## config.mk

```make
export PLATFORM = sky130hd
export DESIGN_NAME = xshadow_latch
export DESIGN_NICKNAME = d
export VERILOG_FILES = /design/src/rtl/xshadow_pkg.sv /design/src/rtl/xsh_enable_ctl.sv /design/src/rtl/xsh_slot.sv /design/src/rtl/xsh_readmux.sv /design/src/rtl/xshadow_latch.sv
export SDC_FILE = /design/constraint.sdc
export NUM_CORES = 1
export LEC_CHECK = 0
export CAP_MARGIN = 20
export CORE_MARGIN = 5
export CORE_UTILIZATION = 40
export CTS_BUF_LIST = sky130_fd_sc_hd__clkbuf_4
export CTS_CLUSTER_SIZE = 40
export DETAILED_ROUTE_END_ITERATION = 16
export HOLD_SLACK_MARGIN = 0.15
export PLACE_DENSITY = 0.7
export SYNTH_ARGS = -nofsm -noshare
export SYNTH_HDL_FRONTEND = slang
export SYNTH_SLANG_ARGS = --single-unit
```

## constraint.sdc

```tcl
create_clock -name clk -period 2.55 [get_ports clk]
set_input_delay 0.255 -clock clk [delete_from_list [all_inputs] [get_ports clk]]
set_output_delay 0.255 -clock clk [all_outputs]
set_load 0.01 [all_outputs]
```

## src/rtl/xshadow_pkg.sv

```systemverilog
package xshadow_pkg;

  // Action taken on the guarded bits when the enable flag is written
  typedef enum logic [1:0] {
    XACT_NONE    = 2'd0,
    XACT_SAVE    = 2'd1,
    XACT_RESTORE = 2'd2
  } xact_e;

  localparam int unsigned XSH_DATA_W = 8;
  localparam int unsigned XSH_SLOTS  = 4;

  // Guarded bits per slot, slot 0 in the low byte
  localparam logic [XSH_SLOTS*XSH_DATA_W-1:0] XSH_DEFAULT_MASK = 32'hE0_30_30_F0;

endpackage

```

## src/rtl/xsh_enable_ctl.sv

```systemverilog
module xsh_enable_ctl
  import xshadow_pkg::*;
(
  input  logic  clk,
  input  logic  rst_n,
  input  logic  en_wr,
  input  logic  en_val,
  output logic  xen_q,
  output xact_e act
);

  // Only a real transition of the flag saves or restores
  always_comb begin
    act = XACT_NONE;
    if (en_wr && xen_q && !en_val)      act = XACT_SAVE;
    else if (en_wr && !xen_q && en_val) act = XACT_RESTORE;
  end

  always_ff @(posedge clk) begin
    if (!rst_n)     xen_q <= 1'b0;
    else if (en_wr) xen_q <= en_val;
  end

  assert_same_value_R7: assert property (@(posedge clk) disable iff (!rst_n)
    (en_wr && (en_val == xen_q)) |-> (act == XACT_NONE));

  assert_flag_follow_R10: assert property (@(posedge clk) disable iff (!rst_n)
    en_wr |=> (xen_q == $past(en_val)));

  assert_flag_hold_R10: assert property (@(posedge clk) disable iff (!rst_n)
    !en_wr |=> $stable(xen_q));

endmodule

```

## src/rtl/xsh_slot.sv

```systemverilog
module xsh_slot
  import xshadow_pkg::*;
#(
  parameter int unsigned       DATA_W = 8,
  parameter logic [DATA_W-1:0] MASK   = 8'hF0
) (
  input  logic              clk,
  input  logic              rst_n,
  input  logic              xen_q,
  input  xact_e             act,
  input  logic              wr_hit,
  input  logic [DATA_W-1:0] wr_data,
  output logic [DATA_W-1:0] eff
);

  localparam logic [DATA_W-1:0] OPEN = ~MASK;

  logic [DATA_W-1:0] live_q;
  logic [DATA_W-1:0] shadow_q;
  logic [DATA_W-1:0] merged;

  // Write merge under the flag value held before this edge
  always_comb begin
    merged = live_q;
    if (wr_hit) begin
      if (xen_q) merged = wr_data;
      else       merged = (live_q & MASK) | (wr_data & OPEN);
    end
  end

  always_ff @(posedge clk) begin
    if (!rst_n) begin
      live_q   <= '0;
      shadow_q <= '0;
    end else begin
      unique case (act)
        XACT_SAVE: begin
          shadow_q <= merged & MASK;
          live_q   <= merged & OPEN;
        end
        XACT_RESTORE: live_q <= (merged & OPEN) | shadow_q;
        default:      live_q <= merged;
      endcase
    end
  end

  assign eff = live_q;

  assert_locked_zero_R4: assert property (@(posedge clk) disable iff (!rst_n)
    !xen_q |-> ((eff & MASK) == '0));

  assert_open_bits_R2: assert property (@(posedge clk) disable iff (!rst_n)
    wr_hit |=> ((eff & OPEN) == ($past(wr_data) & OPEN)));

  assert_full_write_R3: assert property (@(posedge clk) disable iff (!rst_n)
    (wr_hit && xen_q && act == XACT_NONE) |=> (eff == $past(wr_data)));

  assert_save_clear_R5: assert property (@(posedge clk) disable iff (!rst_n)
    (act == XACT_SAVE) |=> ((eff & MASK) == '0));

  assert_restore_R6: assert property (@(posedge clk) disable iff (!rst_n)
    (act == XACT_RESTORE) |=> ((eff & MASK) == $past(shadow_q)));

  assert_shadow_keep_R7: assert property (@(posedge clk) disable iff (!rst_n)
    (act != XACT_SAVE) |=> $stable(shadow_q));

endmodule

```

## src/rtl/xsh_readmux.sv

```systemverilog
module xsh_readmux #(
  parameter int unsigned DATA_W = 8,
  parameter int unsigned SLOTS  = 4,
  parameter int unsigned SEL_W  = 2
) (
  input  logic [SLOTS*DATA_W-1:0] fields,
  input  logic [SEL_W-1:0]        sel,
  output logic [DATA_W-1:0]       data
);

  always_comb begin
    data = '0;
    for (int i = 0; i < SLOTS; i++) begin
      if (sel == SEL_W'(i)) data = fields[i*DATA_W +: DATA_W];
    end
  end

endmodule

```

## src/rtl/xshadow_latch.sv

```systemverilog
module xshadow_latch
  import xshadow_pkg::*;
#(
  parameter int unsigned                   DATA_W    = XSH_DATA_W,
  parameter int unsigned                   NUM_REGS  = XSH_SLOTS,
  parameter logic [NUM_REGS*DATA_W-1:0]    PROT_MASK = XSH_DEFAULT_MASK,
  localparam int unsigned                  SEL_W     = (NUM_REGS > 1) ? $clog2(NUM_REGS) : 1
) (
  input  logic                       clk,
  input  logic                       rst_n,
  input  logic                       reg_wr,
  input  logic [SEL_W-1:0]           reg_sel,
  input  logic [DATA_W-1:0]          reg_wdata,
  input  logic                       xen_wr,
  input  logic                       xen_wdata,
  output logic                       xen_o,
  output logic [NUM_REGS*DATA_W-1:0] fields_o,
  input  logic [SEL_W-1:0]           rd_sel,
  output logic [DATA_W-1:0]          rd_data
);

  logic  xen_q;
  xact_e act;

  xsh_enable_ctl u_enable (
    .clk    (clk),
    .rst_n  (rst_n),
    .en_wr  (xen_wr),
    .en_val (xen_wdata),
    .xen_q  (xen_q),
    .act    (act)
  );

  for (genvar s = 0; s < NUM_REGS; s++) begin : g_slot
    localparam logic [SEL_W-1:0] SLOT_ID = SEL_W'(s);
    logic hit;
    assign hit = reg_wr && (reg_sel == SLOT_ID);

    xsh_slot #(
      .DATA_W (DATA_W),
      .MASK   (PROT_MASK[s*DATA_W +: DATA_W])
    ) u_slot (
      .clk     (clk),
      .rst_n   (rst_n),
      .xen_q   (xen_q),
      .act     (act),
      .wr_hit  (hit),
      .wr_data (reg_wdata),
      .eff     (fields_o[s*DATA_W +: DATA_W])
    );
  end

  xsh_readmux #(
    .DATA_W (DATA_W),
    .SLOTS  (NUM_REGS),
    .SEL_W  (SEL_W)
  ) u_rd (
    .fields (fields_o),
    .sel    (rd_sel),
    .data   (rd_data)
  );

  assign xen_o = xen_q;

  assert_reset_state_R1: assert property (@(posedge clk)
    !rst_n |=> (!xen_o && fields_o == '0));

  assert_readback_R9: assert property (@(posedge clk) disable iff (!rst_n)
    rd_data == fields_o[rd_sel*DATA_W +: DATA_W]);

endmodule

```

# Word-level counts from Yosys, hierarchy flattened
# Index checks and enable logic that the tools add are counted.
# word_totals
regBits,44
in_bits,17
wordCells,55
# classes
bitwise_logic,8
n_eq_ne,8
muxes,18
n_reduce_logical,12
# op_table
operator,count
two-way mux 8 bit,12
one-hot mux 8 bit (2 select lines),4
OR 6 x 8 -> 8 bit,2
OR 8 x 6 -> 8 bit,2
equality test 2 bit (second input constant),5
logical AND 1 bit,8
OR 4 x 8 -> 8 bit,1
OR 5 x 8 -> 8 bit,1
OR 8 x 4 -> 8 bit,1
OR 8 x 5 -> 8 bit,1
equality test 2 x 1 -> 1 bit (second input constant),3
logical NOT 2 bit,2
two-way mux 2 bit,2
logical NOT 1 bit,2

# Longest topological paths before layout
# Gate-level depths: netlist (run 1).
# logic_depth
ltp_word,7
mapped_depth,5

# Hierarchy
# Synthesis (run 1) repeated with hierarchy kept, for this count alone.
# hier_totals
cells_unflattened,203
hier_area_um2,2159.6
# by_module_without_submodules
module,seq_area_each_um2,cells_per_inst,area_per_inst_um2,n_inst
xsh_slot (g_slot[1].u_slot ...),200.2,41,424.2,2
xsh_slot (g_slot[0].u_slot),240.2,54,531.8,1
xsh_slot (g_slot[3].u_slot),220.2,47,494.2,1
xsh_readmux,0.0,10,196.4,1
xsh_enable_ctl,20.0,6,51.3,1
xshadow_latch,0.0,4,37.5,1

# Worst setup path after synthesis (run 1)
# Ideal clock, no wire load.
# synth_path
path_kind,in2out
startpoint,in rd_sel[0]
endpoint,out rd_data[0]
required_ns,2.295
slack_ns,1.252
path_stages,2
arrival_time_ns,1.043
path_cell_list,buf_2 -> mux4_2
# synth_via
elab_chain_cells,5
# synth_lines
item,line_no,source
start: declaration,xshadow_latch.sv:18,"input logic [SEL_W-1:0] rd_sel,"
logical NOT 2 bit,xsh_readmux.sv:14,if (sel == SEL_W'(i)) data = fields[i*DATA_W +: DATA_W];
two-way mux 8 bit (3 in series),xsh_readmux.sv:14,
two-way mux 8 bit (*),xsh_readmux.sv:14,
end: declaration,xshadow_latch.sv:19,output logic [DATA_W-1:0] rd_data
# Every way passes the cells marked *; elsewhere a longest branch is shown, timed or not.

# Worst setup path in the final report (run 1)
# layout_path
startpoint,in rd_sel[0]
endpoint,out rd_data[5]
# Same word-level chain as after synthesis.

==> results of run 1 <==
## logic make-up after synthesis
logic type             after synthesis  synth area share, %
XOR/XNOR                             1                0.456
multiplexers                        41                 26.5
flip-flops                          44                 45.8
buffers and inverters               15                 4.10
AO/OA/AOI/OAI                       34                 8.85
AND/OR/NAND/NOR                     43                 14.2
## how the worst max path moves through the flow
stage / to / slack (ns) / from
final: rd_data[5] / 0.35 / rd_sel[0]
after global routing: rd_data[6] / 0.29 / rd_sel[0]
after CTS: rd_data[5] / 0.34 / rd_sel[0]
after detailed placement: rd_data[5] / 0.34 / rd_sel[0]
after global placement: rd_data[6] / 0.35 / rd_sel[0]
after floorplan: rd_data[0] / 1.25 / rd_sel[0]
## routing by layer
metal / vias to the layer above / wire [µm] / track usage [%]
li1: 741 / - / -
met1: 712 / 2020 / 19.0
met2: 37 / 2230 / 25.8
met3: 8 / 213 / 3.17
met4: 0 / 95 / 7.90
met5: - / 0 / 0
## power breakdown
| part | internal [W] | switching, W | total, W |
|---|---|---|---|
| clock | 0.000128 | 0.000206 | 0.000334 |
| combinational | 0.0000963 | 0.0000755 | 0.000172 |
| sequential | 0.000707 | 0.0000147 | 0.000722 |
| total | 0.000931 | 0.000296 | 0.00123 |
## stage by stage
| stage | total power [W] | util, % |
|---|---|---|
| floorplan | 0.000824 | - |
| finish | 0.00123 | 54.7 |
| global route | 0.00129 | 54.7 |
| CTS | 0.00125 | 54.7 |
| global placement | 0.000908 | 53.5 |
| detailed placement | 0.000910 | 53.5 |
## critical path: cells and delay by family
kind,cells,cell delay [ns]
buffers and inverters,3,1.16
multiplexers,1,0.53
## area by class of cell
cell class / count / area [µm²] / area share, %
Sequential cell: 44 / 881 / 34.3
Timing Repair Buffer: 60 / 593 / 23.1
Clock inverter: 1 / 3.75 / 0.146
Tap cell: 54 / 67.6 / 2.63
Clock buffer: 7 / 52.6 / 2.05
Multi-Input combinational cell: 119 / 963 / 37.6
Inverter: 1 / 3.75 / 0.146
## synthesized netlist by cell type
library cell | number | area share (%)
mux2i_1 | 33 | 17
buf_1 | 1 | 0.19
nand3_1 | 1 | 0.26
buf_4 | 2 | 0.78
buf_6 | 1 | 0.59
nand2_1 | 11 | 2.1
nor2b_1 | 22 | 7.2
o21ai_1 | 1 | 0.26
and4b_1 | 1 | 0.52
nor3b_2 | 1 | 0.65
nand3b_2 | 2 | 1.2
a21oi_1 | 11 | 2.9
mux4_2 | 8 | 9.4
and4bb_1 | 1 | 0.65
buf_2 | 4 | 1.0
inv_1 | 1 | 0.19
nand4b_1 | 2 | 0.91
dfxtp_1 | 44 | 46
o21ai_0 | 22 | 5.7
xnor2_1 | 1 | 0.46
clkbuf_1 | 4 | 0.78
and3b_1 | 1 | 0.46
nand4_1 | 1 | 0.33
clkbuf_2 | 2 | 0.52
==> impl_metrics.json, run 1 <==
{
  "cts_resized": 0,
  "mostFrequentLayoutCell": "clkdlybuf4s50_1",
  "antenna_left": 0,
  "cp_data_required_time_ns": 2.30,
  "num_vias": 1498,
  "hold_viol": 0,
  "rows": 25,
  "area_growth_pct": 33.4,
  "layout_setup_ws_ns": 0.349,
  "worst_pin_slew_ns": 0.662,
  "setup_tns_ns": 0,
  "path_cells": "clkdlybuf4s50_1 > buf_4 > mux4_2 > clkdlybuf4s50_1",
  "ctsRootBufferMaster": "clkbuf_4",
  "finalSetupViolCount": 0,
  "hp-class": "reg -> reg",
  "powerDensity_mw_per_mm2": 479,
  "fin_crit_ns": 2.20,
  "drtIter0Drc": 92,
  "ios": 58,
  "grt_pass1_vias": 1476,
  "holdWs_ns": 0.465,
  "grt_antenna_before_repair": 0,
  "die_x_um": 79.3,
  "critPathCaptureType": "output port",
  "period_share_pct": 86.3,
  "start_util_pct": 41.0,
  "max-vdd-ir-drop_v": 0.000265,
  "synthesis.nets": 195,
  "dp_cells": 278,
  "min_path_cells": 2,
  "r2r_start": "u_enable.xen_q$_SDFFE_PN0P_",
  "vias_per_cell": 5.24,
  "dp_slack_ns": 0.338,
  "final_nets": 248,
  "clock_latency_ns": 0.35,
  "critPathSlowestCell": "mux4_2",
  "ys_types": 24,
  "clock_path_buffers": 2,
  "synthCells": 178,
  "avgRoutedWirePerCell_um": 15.9,
  "path_max_fanout": 8,
  "dpl_cell_area_mm2": 0.00251,
  "totalWireLength_mm": 4.55,
  "postCtsSetupBuffers": 0,
  "maxSlewViolCount": 0,
  "cp.arrival_ns": 1.95,
  "mostFrequentLayoutCells": "clkdlybuf4s50_1 (57), dfxtp_1 (44), mux2i_1 (33)",
  "rr_worst_depth": 3,
  "diodes": 0,
  "r2r_setup_slack_ns": 1.01,
  "portBuffers": 57,
  "worstSetupStartpointType": "input port",
  "stdcell_count": 286,
  "grt_max_degree": 33,
  "netlist_area_mm2": 0.00192,
  "outcome": "completed",
  "syn_avg_cell_area_um2": 10.8,
  "fill_cells": 437,
  "die_h_um": 79.3,
  "fin_area_mm2": 0.00256,
  "synth.yosys.seq_area_share_pct": 45.8,
  "overflow": 0,
  "rsz0062_at_grt": "no",
  "final.setup_skew_ns": 0.00898,
  "cts_tree": "yes",
  "min_to": "g_slot[3].u_slot.eff[7]$_SDFF_PN0_",
  "cpMostUsedCell": "clkdlybuf4s50_1",
  "power_leakage_nw": 1.03,
  "track_usage_pct": 15.5,
  "hold_buffers": 0,
  "dr.pass1.iters": 4,
  "gp_congestion": 0.724,
  "hold_start": "g_slot[3].u_slot.shadow_q[7]$_SDFFE_PN0P_",
  "numCtsBuffers": 5,
  "yosys_warnings": 0,
  "h-tree-depth": 2,
  "drive_above_1_share_pct": 9.05,
  "r2r_end": "g_slot[1].u_slot.shadow_q[4]$_SDFFE_PN0P_",
  "crit_type": "in -> out",
  "drcViolationCount": 0,
  "die_area_mm2": 0.00629,
  "cts_sinks": 44,
  "critPathMaxStageDelay_ns": 0.53,
  "max_freq_ghz": 0.454,
  "ys_ff_latch": 44,
  "dp_hpwl_mm": 3.29,
  "core_mm2": 0.00469,
  "grt_pass1_wl_mm": 7.48,
  "path_clk_slew_ns": 0.11,
  "drv_cap": 0,
  "slew_headroom_pct": 55.9
}
Note: power is estimated with default switching activity, not from simulation.
==> run 2, diff against run 1 <==
--- a/config.mk
+++ b/config.mk
@@ -6,7 +6,7 @@
 export NUM_CORES = 1
 export LEC_CHECK = 0
 export CAP_MARGIN = 20
-export CORE_MARGIN = 5
+export CORE_MARGIN = 4
 export CORE_UTILIZATION = 40
 export CTS_BUF_LIST = sky130_fd_sc_hd__clkbuf_4
 export CTS_CLUSTER_SIZE = 40
==> run 2 against run 1 <==
Clock skew is 0.0053 ns lower. Critical path depth stayed put. Global-route usage hardly changed. Critical endpoint is now rd_data[6]. Hold slack worse by 0.0087 ns. Cell area is 0.83% higher. Sequential power hardly changed. Count of clock-buffer cells in the layout is 1 lower. Critical path type unchanged. Routed wire length is 0.35% lower. Via count is 1.5% lower.
==> impl_metrics.json, run 2 (same netlist as run 1, synthesis figures left out) <==
{
  "dp_hpwl_mm": 3.27,
  "stdcell_count": 284,
  "path_cells": "clkdlybuf4s50_1 > buf_4 > mux4_2 > clkdlybuf4s50_1",
  "path_delay_family": "buffers and inverters",
  "overflow": 0,
  "maxSlewViolCount": 0,
  "grt_pass1_wl_mm": 7.33,
  "crit_type": "in -> out",
  "drv_cap": 0,
  "worstSetupStartpointType": "input port",
  "fill_cells": 410,
  "rows": 24,
  "die_x_um": 77.3,
  "period_share_pct": 86.5,
  "start_util_pct": 42.7,
  "rsz0062_at_grt": "no",
  "antenna_left": 0,
  "die_h_um": 77.3,
  "clock_latency_ns": 0.35,
  "area_growth_pct": 34.5,
  "portBuffers": 57,
  "dr.pass1.iters": 4,
  "cts_resized": 0,
  "die_area_mm2": 0.00598,
  "grt_max_degree": 34,
  "finalSetupViolCount": 0,
  "fin_crit_ns": 2.21,
  "h-tree-depth": 2,
  "vias_per_cell": 5.20,
  "numCtsBuffers": 5,
  "cp_data_required_time_ns": 2.30,
  "cp.arrival_ns": 1.95,
  "hp-class": "reg -> reg",
  "clock_path_buffers": 2,
  "grt_pass1_vias": 1425,
  "final.setup_skew_ns": 0.00365,
  "worst_pin_slew_ns": 0.679,
  "track_usage_pct": 15.5,
  "gp_congestion": 0.758,
  "critPathSlowestCell": "mux4_2",
  "postCtsSetupBuffers": 0,
  "cts_sinks": 44,
  "drcViolationCount": 0,
  "drive_above_1_share_pct": 9.48,
  "dp_cells": 276,
  "max_freq_ghz": 0.453,
  "grt_antenna_before_repair": 0,
  "power_leakage_nw": 1.04,
  "mostFrequentLayoutCell": "clkdlybuf4s50_1",
  "setup_tns_ns": 0,
  "slew_headroom_pct": 54.7,
  "num_vias": 1476,
  "hold_buffers": 0,
  "cpMostUsedCell": "clkdlybuf4s50_1",
  "drtIter0Drc": 72,
  "power_w": 0.00133,
  "max-vdd-ir-drop_v": 0.000315,
  "critPathCaptureType": "output port",
  "core_mm2": 0.00450,
  "path_max_fanout": 8,
  "ctsRootBufferMaster": "clkbuf_4",
  "diodes": 0,
  "outcome": "completed",
  "critPathMaxStageDelay_ns": 0.52,
  "totalWireLength_mm": 4.54,
  "hold_viol": 0,
  "avgRoutedWirePerCell_um": 16.0,
  "dpl_cell_area_mm2": 0.00251,
  "path_clk_slew_ns": 0.13,
  "final_nets": 248,
  "mostFrequentLayoutCells": "clkdlybuf4s50_1 (57), dfxtp_1 (44), mux2i_1 (33)",
  "ios": 58,
  "cts_tree": "yes",
  "powerDensity_mw_per_mm2": 514,
  "path_buf_inv": 3,
  "fin_area_mm2": 0.00259
}
run 2: changes by cell type in the layout (fill, tap and decap cells not counted):
| cell | previous run | this run |
|---|---|---|
| clkbuf_4 | 7 | 6 |
| clkinv_2 | 0 | 1 |
| bufinv_16 | 0 | 1 |
| clkinv_1 | 1 | 0 |
run 2: per-layer routing:
metal / vias to the layer above / part of all wire [%] / global-route usage, %
li1: 740 / - / -
met1: 696 / 49 / 21.1
met2: 38 / 46 / 24.1
met3: 2 / 4.4 / 4.28
met4: 0 / 0.79 / 4.80
met5: - / 0 / 0
run 2: power breakdown:
part / switching [W] / internal [W] / leakage (nW)
Combinational: 0.0000757 / 0.0000963 / 0.638
Sequential: 0.0000146 / 0.000707 / 0.357
Clock: 0.000219 / 0.000216 / 0.0456
Total: 0.000309 / 0.00102 / 1.04
run 2: layout make-up:
cell class	count	area (µm²)	share of cell area, %
inverter	1	3.75	0.145
clock inverter	2	35.0	1.35
tap	52	65.1	2.52
sequential	44	881	34.1
timing repair buffer	60	593	22.9
multi-input combinational	119	963	37.3
clock buffer	6	45.0	1.74
run 2: metrics by stage:
stage	utilization (%)	hold WS, ns	worst slack, ns
3_3_place_gp	55.6	0.428	0.330
3_5_place_dp	55.6	0.437	0.335
5_1_grt	57.4	0.483	0.248
2_1_floorplan	-	0.383	1.25
4_1_cts	57.4	0.459	0.321
6_report	57.4	0.456	0.344
run 2: path summary, 6_finish.rpt:
kind | from | to | slack, ns | cells after the start
max | rd_sel[0] | rd_data[6] | 0.34 | 4
min | g_slot[0].u_slot.shadow_q[7]$_SDFFE_PN0P_ | g_slot[0].u_slot.eff[7]$_SDFF_PN0_ | 0.46 | 2
max reg2reg | u_enable.xen_q$_SDFFE_PN0P_ | g_slot[0].u_slot.shadow_q[4]$_SDFFE_PN0P_ | 0.99 | 3
min reg2reg | g_slot[0].u_slot.shadow_q[7]$_SDFFE_PN0P_ | g_slot[0].u_slot.eff[7]$_SDFF_PN0_ | 0.46 | 2
run 2: tightest hold or removal path, cell delays in order, from the launching register on:
cell and delay, ns:
dfxtp_1 0.33, nand2_1 0.05, o21ai_1 0.05
